--- src/rtl/cct_pkg.sv ---
package cct_pkg;
    localparam int ADDR_W = 3;
    localparam int OUT_N  = 2;
    localparam int FLAG_N = 5;

    localparam logic [ADDR_W-1:0] A_CTRL = 3'd0;
    localparam logic [ADDR_W-1:0] A_CFG  = 3'd1;
    localparam logic [ADDR_W-1:0] A_CCA  = 3'd2;
    localparam logic [ADDR_W-1:0] A_CCB  = 3'd3;
    localparam logic [ADDR_W-1:0] A_FLAG = 3'd4;
    localparam logic [ADDR_W-1:0] A_IEN  = 3'd5;
    localparam logic [ADDR_W-1:0] A_CNT  = 3'd6;

    localparam int FL_CMPA = 0;
    localparam int FL_CMPB = 1;
    localparam int FL_CAPA = 2;
    localparam int FL_CAPB = 3;
    localparam int FL_OVR  = 4;

    localparam logic [1:0] SRC_TICK = 2'b00;
    localparam logic [1:0] SRC_EXT  = 2'b01;

    localparam logic [1:0] WM_OFF     = 2'b00;
    localparam logic [1:0] WM_PWM     = 2'b01;
    localparam logic [1:0] WM_TOGGLE  = 2'b10;
    localparam logic [1:0] WM_ONESHOT = 2'b11;

    typedef enum logic [1:0] {
        CNT_IDLE   = 2'd0,
        CNT_RUN    = 2'd1,
        CNT_FROZEN = 2'd2
    } cnt_state_e;

    typedef enum logic [1:0] {
        WV_LOW   = 2'd0,
        WV_HIGH  = 2'd1,
        WV_SPENT = 2'd2
    } wave_state_e;

    typedef struct packed {
        logic       slp_stop;
        logic       dbg_run;
        logic [1:0] src;
        logic       run;
    } ctrl_t;

    typedef struct packed {
        logic       inv_b;
        logic [1:0] mode_b;
        logic       inv_a;
        logic [1:0] mode_a;
        logic       cap_b;
        logic       cap_a;
    } cfg_t;
endpackage

--- src/rtl/cct_sync_edge.sv ---
module cct_sync_edge #(
    parameter int STAGES = 2
) (
    input  logic clk,
    input  logic rst_n,
    input  logic din,
    output logic rise
);
    logic [STAGES:0] pipe_q;

    always_ff @(posedge clk or negedge rst_n) begin
        if (!rst_n) pipe_q <= '0;
        else        pipe_q <= {pipe_q[STAGES-1:0], din};
    end

    always_comb rise = pipe_q[STAGES-1] & ~pipe_q[STAGES];


    single_pulse_chk: assert property (@(posedge clk) disable iff (!rst_n)
        rise |=> !rise);
endmodule

--- src/rtl/cct_counter.sv ---
module cct_counter import cct_pkg::*; #(
    parameter int W = 16
) (
    input  logic         clk,
    input  logic         rst_n,
    input  logic         run,
    input  logic         gate,
    input  logic         tick,
    input  logic         load,
    input  logic [W-1:0] load_val,
    input  logic         wrap_en,
    input  logic [W-1:0] wrap_val,
    output logic [W-1:0] cnt,
    output logic         step,
    output cnt_state_e   state
);
    cnt_state_e   st_q, st_n;
    logic [W-1:0] cnt_q;

    always_ff @(posedge clk or negedge rst_n) begin
        if (!rst_n) st_q <= CNT_IDLE;
        else        st_q <= st_n;
    end

    always_comb begin
        st_n = st_q;
        unique case (st_q)
            CNT_IDLE:   if (run) st_n = gate ? CNT_FROZEN : CNT_RUN;
            CNT_RUN:    if (!run) st_n = CNT_IDLE;
                        else if (gate) st_n = CNT_FROZEN;
            CNT_FROZEN: if (!run) st_n = CNT_IDLE;
                        else if (!gate) st_n = CNT_RUN;
            default:    st_n = CNT_IDLE;
        endcase
    end

    always_comb begin
        step  = (st_q == CNT_RUN) && tick;
        state = st_q;
        cnt   = cnt_q;
    end

    always_ff @(posedge clk or negedge rst_n) begin
        if (!rst_n)                             cnt_q <= '0;
        else if (load)                          cnt_q <= load_val;
        else if (step && wrap_en && cnt_q == wrap_val) cnt_q <= '0;
        else if (step)                          cnt_q <= cnt_q + 1'b1;
    end


    frozen_hold_chk: assert property (@(posedge clk) disable iff (!rst_n)
        (st_q == CNT_FROZEN && !load) |=> cnt_q == $past(cnt_q));

    idle_hold_chk: assert property (@(posedge clk) disable iff (!rst_n)
        (st_q == CNT_IDLE && !load) |=> cnt_q == $past(cnt_q));

    period_wrap_chk: assert property (@(posedge clk) disable iff (!rst_n)
        (step && wrap_en && cnt_q == wrap_val && !load) |=> cnt_q == '0);
endmodule

--- src/rtl/cct_wavegen.sv ---
module cct_wavegen import cct_pkg::*; (
    input  logic       clk,
    input  logic       rst_n,
    input  logic       idle,
    input  logic [1:0] mode,
    input  logic       inv,
    input  logic       set_ev,
    input  logic       clr_ev,
    input  logic       tog_ev,
    output logic       wave
);
    wave_state_e st_q, st_n;

    always_ff @(posedge clk or negedge rst_n) begin
        if (!rst_n) st_q <= WV_LOW;
        else        st_q <= st_n;
    end

    always_comb begin
        st_n = st_q;
        if (idle) begin
            st_n = WV_LOW;
        end else begin
            unique case (mode)
                WM_OFF:    st_n = WV_LOW;
                WM_PWM:    if (clr_ev) st_n = WV_LOW;
                           else if (set_ev) st_n = WV_HIGH;
                WM_TOGGLE: if (tog_ev) st_n = (st_q == WV_HIGH) ? WV_LOW : WV_HIGH;
                WM_ONESHOT: begin
                    unique case (st_q)
                        WV_LOW:   if (set_ev) st_n = WV_HIGH;
                        WV_HIGH:  if (clr_ev) st_n = WV_SPENT;
                        WV_SPENT: st_n = WV_SPENT;
                        default:  st_n = WV_LOW;
                    endcase
                end
                default:   st_n = WV_LOW;
            endcase
        end
    end

    always_comb wave = ((mode != WM_OFF) && (st_q == WV_HIGH)) ^ inv;


    spent_stays_chk: assert property (@(posedge clk) disable iff (!rst_n)
        (st_q == WV_SPENT && mode == WM_ONESHOT && !idle) |=> st_q == WV_SPENT);

    idle_rearm_chk: assert property (@(posedge clk) disable iff (!rst_n)
        idle |=> st_q == WV_LOW);
endmodule

--- src/rtl/cct_regs.sv ---
module cct_regs import cct_pkg::*; #(
    parameter int W = 16
) (
    input  logic              clk,
    input  logic              rst_n,
    input  logic              bus_wr,
    input  logic [ADDR_W-1:0] bus_addr,
    input  logic [W-1:0]      bus_wdata,
    output logic [W-1:0]      bus_rdata,
    input  logic [W-1:0]      cnt,
    input  logic              match_a,
    input  logic              match_b,
    input  logic              cap_a_ev,
    input  logic              cap_b_ev,
    output ctrl_t             ctrl,
    output cfg_t              cfg,
    output logic [W-1:0]      cca,
    output logic [W-1:0]      ccb,
    output logic              irq
);
    ctrl_t             ctrl_q;
    cfg_t              cfg_q, cfg_in;
    logic [W-1:0]      cca_q, ccb_q;
    logic [FLAG_N-1:0] flag_q, ien_q, set_v, clr_v;

    always_comb begin
        cfg_in       = cfg_t'(bus_wdata[$bits(cfg_t)-1:0]);
        cfg_in.cap_b = cfg_in.cap_b & ~cfg_in.cap_a;
        set_v           = '0;
        set_v[FL_CMPA]  = match_a;
        set_v[FL_CMPB]  = match_b;
        set_v[FL_CAPA]  = cap_a_ev;
        set_v[FL_CAPB]  = cap_b_ev;
        set_v[FL_OVR]   = (cap_a_ev & flag_q[FL_CAPA]) | (cap_b_ev & flag_q[FL_CAPB]);
        clr_v = (bus_wr && bus_addr == A_FLAG) ? bus_wdata[FLAG_N-1:0] : '0;
    end

    always_ff @(posedge clk or negedge rst_n) begin
        if (!rst_n) begin
            ctrl_q <= '0;
            cfg_q  <= '0;
            cca_q  <= '0;
            ccb_q  <= '0;
            ien_q  <= '0;
            flag_q <= '0;
        end else begin
            if (bus_wr && bus_addr == A_CTRL) ctrl_q <= ctrl_t'(bus_wdata[$bits(ctrl_t)-1:0]);
            if (bus_wr && bus_addr == A_CFG)  cfg_q  <= cfg_in;
            if (bus_wr && bus_addr == A_IEN)  ien_q  <= bus_wdata[FLAG_N-1:0];
            if (cap_a_ev)                           cca_q <= cnt;
            else if (bus_wr && bus_addr == A_CCA)   cca_q <= bus_wdata;
            if (cap_b_ev)                           ccb_q <= cnt;
            else if (bus_wr && bus_addr == A_CCB)   ccb_q <= bus_wdata;
            flag_q <= (flag_q & ~clr_v) | set_v;
        end
    end

    always_comb begin
        case (bus_addr)
            A_CTRL:  bus_rdata = W'(ctrl_q);
            A_CFG:   bus_rdata = W'(cfg_q);
            A_CCA:   bus_rdata = cca_q;
            A_CCB:   bus_rdata = ccb_q;
            A_FLAG:  bus_rdata = W'(flag_q);
            A_IEN:   bus_rdata = W'(ien_q);
            A_CNT:   bus_rdata = cnt;
            default: bus_rdata = '0;
        endcase
        ctrl = ctrl_q;
        cfg  = cfg_q;
        cca  = cca_q;
        ccb  = ccb_q;
        irq  = |(flag_q & ien_q);
    end


    single_capture_chk: assert property (@(posedge clk) disable iff (!rst_n)
        !(cfg_q.cap_a && cfg_q.cap_b));

    flag_clear_chk: assert property (@(posedge clk) disable iff (!rst_n)
        (bus_wr && bus_addr == A_FLAG && bus_wdata[FL_CMPA] && !match_a) |=> !flag_q[FL_CMPA]);

    overrun_flag_chk: assert property (@(posedge clk) disable iff (!rst_n)
        (cap_a_ev && flag_q[FL_CAPA]) |=> flag_q[FL_OVR]);

    capture_value_chk: assert property (@(posedge clk) disable iff (!rst_n)
        cap_a_ev |=> cca_q == $past(cnt));
endmodule

--- src/rtl/cct_timer_ch.sv ---
module cct_timer_ch import cct_pkg::*; #(
    parameter int CNT_W       = 16,
    parameter int SYNC_STAGES = 2
) (
    input  logic              clk,
    input  logic              rst_n,
    input  logic              bus_wr,
    input  logic [ADDR_W-1:0] bus_addr,
    input  logic [CNT_W-1:0]  bus_wdata,
    output logic [CNT_W-1:0]  bus_rdata,
    input  logic              int_tick,
    input  logic              ext_evt,
    input  logic              cap_in,
    input  logic              sleep_req,
    input  logic              debug_halt,
    output logic              tout_a,
    output logic              tout_b,
    output logic              irq
);
    ctrl_t            ctrl;
    cfg_t             cfg;
    cnt_state_e       cstate;
    logic [CNT_W-1:0] cnt, cca, ccb;
    logic             ext_rise, cap_rise, gate, tick, step, load;
    logic             match_a, match_b, cap_a_ev, cap_b_ev, running, idle;
    logic [1:0]       wmode [OUT_N];
    logic             winv  [OUT_N];
    logic             wtog  [OUT_N];
    logic             wave  [OUT_N];

    cct_sync_edge #(.STAGES(SYNC_STAGES)) u_ext_sync (
        .clk(clk), .rst_n(rst_n), .din(ext_evt), .rise(ext_rise));

    cct_sync_edge #(.STAGES(SYNC_STAGES)) u_cap_sync (
        .clk(clk), .rst_n(rst_n), .din(cap_in), .rise(cap_rise));

    always_comb begin
        gate = (debug_halt & ~ctrl.dbg_run) | (sleep_req & ctrl.slp_stop);
        case (ctrl.src)
            SRC_TICK: tick = int_tick;
            SRC_EXT:  tick = ext_rise;
            default:  tick = 1'b0;
        endcase
        load     = bus_wr && bus_addr == A_CNT;
        running  = cstate == CNT_RUN;
        idle     = cstate == CNT_IDLE;
        match_a  = step && !cfg.cap_a && cnt == cca;
        match_b  = step && !cfg.cap_b && cnt == ccb;
        cap_a_ev = cap_rise && running && cfg.cap_a;
        cap_b_ev = cap_rise && running && cfg.cap_b;
        wmode[0] = cfg.mode_a;
        wmode[1] = cfg.mode_b;
        winv[0]  = cfg.inv_a;
        winv[1]  = cfg.inv_b;
        wtog[0]  = match_a;
        wtog[1]  = match_b;
    end

    cct_regs #(.W(CNT_W)) u_regs (
        .clk(clk), .rst_n(rst_n),
        .bus_wr(bus_wr), .bus_addr(bus_addr), .bus_wdata(bus_wdata), .bus_rdata(bus_rdata),
        .cnt(cnt), .match_a(match_a), .match_b(match_b),
        .cap_a_ev(cap_a_ev), .cap_b_ev(cap_b_ev),
        .ctrl(ctrl), .cfg(cfg), .cca(cca), .ccb(ccb), .irq(irq));

    cct_counter #(.W(CNT_W)) u_counter (
        .clk(clk), .rst_n(rst_n), .run(ctrl.run), .gate(gate), .tick(tick),
        .load(load), .load_val(bus_wdata), .wrap_en(!cfg.cap_b), .wrap_val(ccb),
        .cnt(cnt), .step(step), .state(cstate));

    for (genvar g = 0; g < OUT_N; g++) begin : g_wave
        cct_wavegen u_wave (
            .clk(clk), .rst_n(rst_n), .idle(idle), .mode(wmode[g]), .inv(winv[g]),
            .set_ev(match_a), .clr_ev(match_b), .tog_ev(wtog[g]), .wave(wave[g]));
    end

    always_comb begin
        tout_a = wave[0];
        tout_b = wave[1];
    end


    no_count_src_chk: assert property (@(posedge clk) disable iff (!rst_n)
        (ctrl.src[1] && !load) |=> cnt == $past(cnt));
endmodule

--- config.mk ---
export PLATFORM = sky130hd
export DESIGN_NAME = cct_timer_ch
export DESIGN_NICKNAME = d
export VERILOG_FILES = /design/src/rtl/cct_pkg.sv /design/src/rtl/cct_sync_edge.sv /design/src/rtl/cct_counter.sv /design/src/rtl/cct_wavegen.sv /design/src/rtl/cct_regs.sv /design/src/rtl/cct_timer_ch.sv
export SDC_FILE = /design/constraint.sdc
export NUM_CORES = 1
export LEC_CHECK = 0
export BUFFER_PORTS_ARGS = -buffer_cell sky130_fd_sc_hd__buf_2
export CORE_ASPECT_RATIO = 0.5
export CORE_UTILIZATION = 50
export CTS_BUF_LIST = sky130_fd_sc_hd__clkbuf_8 sky130_fd_sc_hd__clkbuf_16
export DETAILED_ROUTE_END_ITERATION = 12
export GPL_ROUTABILITY_DRIVEN = 0
export PLACE_DENSITY = 0.75
export SYNTH_ARGS = -nofsm -noshare
export SYNTH_HDL_FRONTEND = slang
export SYNTH_SLANG_ARGS = --single-unit
--- constraint.sdc ---
create_clock -name clk -period 3.15 [get_ports clk]
set_clock_uncertainty 0.1 [all_clocks]
set_input_delay 0.63 -clock clk [delete_from_list [all_inputs] [get_ports clk]]
set_output_delay 0.63 -clock clk [all_outputs]
set_load 0.02 [all_outputs]
After elaboration in Yosys (flattened, before gate mapping)
Cells that the tools add are included.
{"block": "totals", "in_bits": 27, "regBits": 83, "out_inout_bits": 19, "wordCells": 135}
{"block": "classes", "bitwise": 19, "eq_ne": 28, "addsub": 1, "reduce_logical": 35, "n_mux": 32}
{"op": "$mux W16", "n": 7}
{"op": "$pmux W16 S7", "n": 1}
{"op": "$eq A16 B16 Y1", "n": 2}
{"op": "$mux W2", "n": 15}
{"op": "$pmux W2 S3", "n": 3}
{"op": "$logic_and A1 B1 Y1", "n": 17}
{"op": "$add A16 B1 Y16 const B", "n": 1}
{"op": "$pmux W2 S4", "n": 2}
{"op": "$eq A2 B2 Y1 const B", "n": 7}
{"op": "$eq A2 B1 Y1 const B", "n": 6}
{"op": "$logic_not A2 Y1", "n": 6}
{"op": "$and A5 B5 Y5", "n": 2}
{"op": "$eq A3 B3 Y1 const B", "n": 3}
{"op": "$reduce_bool A2 Y1", "n": 4}
{"op": "$and A1 B1 Y1", "n": 7}
{"op": "$eq A3 B2 Y1 const B", "n": 2}
{"op": "$ne A3 B3 Y1 const B", "n": 2}
{"op": "$mux W5", "n": 1}
{"op": "$not A5 Y5", "n": 1}
{"op": "$or A5 B5 Y5", "n": 1}
{"op": "$reduce_or A5 Y1", "n": 1}
{"op": "$ne A4 B2 Y1 const B", "n": 1}
{"op": "$ne A4 B4 Y1 const B", "n": 1}
{"op": "$not A1 Y1", "n": 4}
{"op": "13 further kinds", "n": 18}

Depth between registers and ports, before layout
{"block": "logic_depth", "ltp_word": 10, "mapped_depth": 8, "depth_no_buf": 6}

Modules after synthesis
A second synthesis with hierarchy kept.
{"block": "unflattened", "hier_cells": 538, "hier_area_um2": 5401.4}
{"mod": "cct_regs", "instances": 1, "seq_area_each_um2": 1376.3, "area_per_inst_um2": 3057.9, "cells_each": 284}
{"mod": "cct_counter", "instances": 1, "seq_area_each_um2": 450.4, "area_per_inst_um2": 1218.7, "cells_each": 134}
{"mod": "cct_wavegen", "instances": 2, "seq_area_each_um2": 50.0, "area_per_inst_um2": 247.7, "cells_each": 29}
{"mod": "cct_timer_ch", "instances": 1, "seq_area_each_um2": 0.0, "area_per_inst_um2": 451.7, "cells_each": 54}
{"mod": "cct_sync_edge", "instances": 2, "seq_area_each_um2": 75.1, "area_per_inst_um2": 88.8, "cells_each": 4}

Least setup slack after synthesis
Ideal clock, no wire load.
{"block": "synth_path", "path_type": "input-to-output", "from": "in bus_addr[0]", "to": "out bus_rdata[1]", "t_required_ps": 2420, "path_slack_ps": 343, "n_path_buf": 2, "path_stages": 8, "arrival_time_ps": 2077, "cell_sequence": "clkbuf_1 -> buf_1 -> mux2i_1 -> nor2_1 -> a31oi_1 -> nor2_1 -> a31oi_1 -> o21ai_0"}
{"block": "synth_via", "elab_chain_len": 2, "word_cells_on_any_way": 8, "cone_classes": "eq/ne (6); mux (1); reduce/logical (1)"}
{"element": "start: declaration", "line": "cct_timer_ch.sv:8", "text": "input logic [ADDR_W-1:0] bus_addr,"}
{"element": "$eq A3 B3 Y1 (tied with other cells)", "line": "cct_regs.sv:59", "text": "case (bus_addr)"}
{"element": "$pmux W16 S7 *", "line": "cct_regs.sv:59"}
{"element": "end: declaration", "line": "cct_timer_ch.sv:10", "text": "output logic [CNT_W-1:0] bus_rdata,"}
Every way passes the cells marked *; elsewhere a longest branch is shown, timed or not.

Worst setup path in the final report
{"block": "layout_path", "from": "in bus_addr[2]", "to": "out bus_rdata[5]"}
The elaborated chain is that of the path after synthesis.

==> reports/results.txt <==
Post-synth EDFFs -> 0
Setup crit start kind -> input pin
CP Class -> in -> out
Avg WL per Cell -> 18.8 um
worst min path class -> in -> async
Max Clk Rate -> 358 MHz
min Tclk post-route -> 2800 ps
Hold-fix buffers, CTS -> 0
clk slew on worst S/H paths -> 60 ps
antenna violations before repair -> 0
fin cells -> 717
Clock Sinks -> 83
dpl hpwl -> 9.61 mm
P_sw -> 0.00162 W
CTS tree -> done
leak pwr -> 2.56 nW
chip height -> 73.3 um
final setup vio count -> 0
maxcap violations -> 0
diode count -> 0
Flop pwr share -> 0.426
WL final -> 13.5 mm
Fin Setup TNS -> 0 ps
fin crit share -> 0.887
RSZ-0062 raised after global routing -> no
Final Hold Vio Count -> 0
share of cells above drive strength 1 -> 0.172
Logic pwr share -> 0.302
commonest register cell after synthesis -> dfrtp_1
asr flop ratio synth -> 1.00
yosys warns -> 0
via/cell ratio -> 6.02
most frequent cells in the layout -> dfrtp_1, nor2_1, mux2i_1
Synth Instances -> 549
CTS max path bufs -> 2
largest cells by area after synthesis -> dfrtp_1, mux2i_1, xor2_1
Synth Area per Inst -> 9.26 um^2
R2R depth -> 6
FP Rows -> 25
Critical Path Fanout Max -> 15
GR Util All Layers -> 0.274
most common cell after layout, fill and taps aside -> dfrtp_1
Worst Setup SP -> bus_addr[2]
post-synthesis register bit count -> 83
Fin Hold WS -> 231 ps
Pins Over Slew Limit -> 0
Starting Density -> 0.526
vias in the first global route -> 3991
1st-pass router iterations -> 5
final core utilization -> 0.596
vias post-DR -> 4318
total power draw -> 0.00429 W
P_int -> 0.00266 W
Synth area leader -> dfrtp_1
maximum vdd drop -> 0.330 mV
Syn-to-layout area delta -> 13.3%
Clk pwr share -> 0.273
H-tree levels -> 3
number of CTS-inserted buffers -> 9
Final ANT Viol Nets -> 0
pwr/cell area -> 744 nW/um^2
Seq/Total Area, Yosys -> 0.409
first-pass GRT wire length -> 21.6 mm
Iteration-0 DRC Markers -> 467
CP Capture Type -> output pin
drt drc -> 0
Req. time, crit path -> 2420 ps
Root Buffer -> clkbuf_16
Core ar. -> 9670 um^2
CTS resizes -> 0
Synth cell types -> 53
IO Port Bufs -> 45
Remaining Overflow, GRT -> 0
Switching Share -> 0.379
largest net degree at the start of global routing -> 54
register-to-register path setup slack -> 440 ps
Syn Nets -> 581
Slew headroom -> 0.455
Die W -> 145 um
status -> finished clean
placed cell count -> 701
Slew @ Worst Pin -> 815 ps
RR Endpoint -> u_counter.cnt[12]$_DFFE_PN0P_
WP data arrival -> 2070 ps
NumNets Final -> 609
worst flop-to-flop path startpoint -> u_regs.ctrl[1]$_DFFE_PN0P_
Die ar. -> 10600 um^2
clk_lat worst skew -> 350 ps
I/O pins -> 46
share of the synthesized area in the top cell type -> 0.409
Post-CTS Setup Bufs -> 0
Syn Std Cell Area -> 5080 um^2
-- final cells by class --
class	count	area (um^2)
clock buffers	9	225
clock inverters	7	101
well taps	135	169
multi-input cells	410	2790
inverters	13	48.8
fillers	806	3910
repair buffers	60	353
flip-flops and latches	83	2080
-- power by group through the flow --
stage               logic [W]  clock network (W)  registers (W)
floorplan             0.00107                  0        0.00160
global placement      0.00124                  0        0.00182
detailed placement    0.00127                  0        0.00183
CTS                   0.00128            0.00117        0.00181
global route          0.00143            0.00121        0.00187
finish                0.00129            0.00117        0.00182
-- how the worst max path moves through the flow --
stage / to / slack (ps) / cells after the start
final: bus_rdata[5] / 350 / 7
after global placement: u_counter.cnt[4]$_DFFE_PN0P_ / 350 / 7
after global routing: bus_rdata[7] / 240 / 7
after CTS: bus_rdata[5] / 370 / 7
after detailed placement: u_counter.cnt[12]$_DFFE_PN0P_ / 310 / 7
after floorplan: bus_rdata[1] / 340 / 8
-- synthesized netlist by cell type, types with 2 or more instances --
| cell | count |
|---|---|
| dfrtp_1 | 83 |
| nor2_1 | 54 |
| mux2i_1 | 47 |
| nand2_1 | 46 |
| a21oi_1 | 37 |
| xor2_1 | 36 |
| clkbuf_1 | 31 |
| o21ai_0 | 24 |
| mux2_2 | 17 |
| a22o_1 | 16 |
| nor4_1 | 14 |
| inv_1 | 13 |
| xnor2_1 | 12 |
| nand3_1 | 10 |
| a22oi_1 | 9 |
| nor3_1 | 9 |
| and2_1 | 8 |
| nand4_1 | 7 |
| buf_2 | 6 |
| nand2b_1 | 6 |
| nor2b_1 | 6 |
| o31ai_1 | 6 |
| a31oi_1 | 5 |
| buf_1 | 5 |
| ha_1 | 5 |
| and3_1 | 4 |
| nor3b_1 | 3 |
| a211o_1 | 2 |
| a211oi_1 | 2 |
| nand3b_1 | 2 |
| o221ai_1 | 2 |
-- sequential cells by signal, summed over array words and instances, names as in the netlist --
name                flops
u_ext_sync.pipe_q       3
u_counter.cnt          16
u_cap_sync.pipe_q       3
u_regs.ccb             16
u_counter.state         2
u_regs.ctrl             5
g_wave.u_wave.st_q      4
u_regs.cca             16
u_regs.ien_q            5
u_regs.flag_q           5
u_regs.cfg              8
-- worst max-delay path: stages --
cell	delay (ps)
buf_2	270
nor2b_1	520
buf_4	220
a22o_1	120
nand2_1	50
o21ai_0	70
buf_2	180
-- per-stage QoR --
stage          area (um^2)  worst slack, ps
2_1_floorplan         5080              343
3_3_place_gp          5430              355
3_5_place_dp          5430              311
4_1_cts               5760              367
5_1_grt               5760              236
6_report              5760              354
-- kinds of logic (layout without fill, tap and decap cells) --
kind of cell,after synthesis,after routing,synth area share
mux,64,64,0.130
simple gates,178,178,0.175
compound gates,115,115,0.147
xor+xnor,48,48,0.0827
flops,83,83,0.409
buf+inv,56,89,0.0443
fa+ha+maj,5,5,0.0123
-- metal layers --
metal  wire length, um  part of all wire  GRT usage
met4               214             0.016     0.0912
met1              6260              0.46      0.381
met5                 0                 0          0
met2              6030              0.45      0.420
met3               976             0.072     0.0671
No activity file was read; power rests on OpenSTA's default activity.
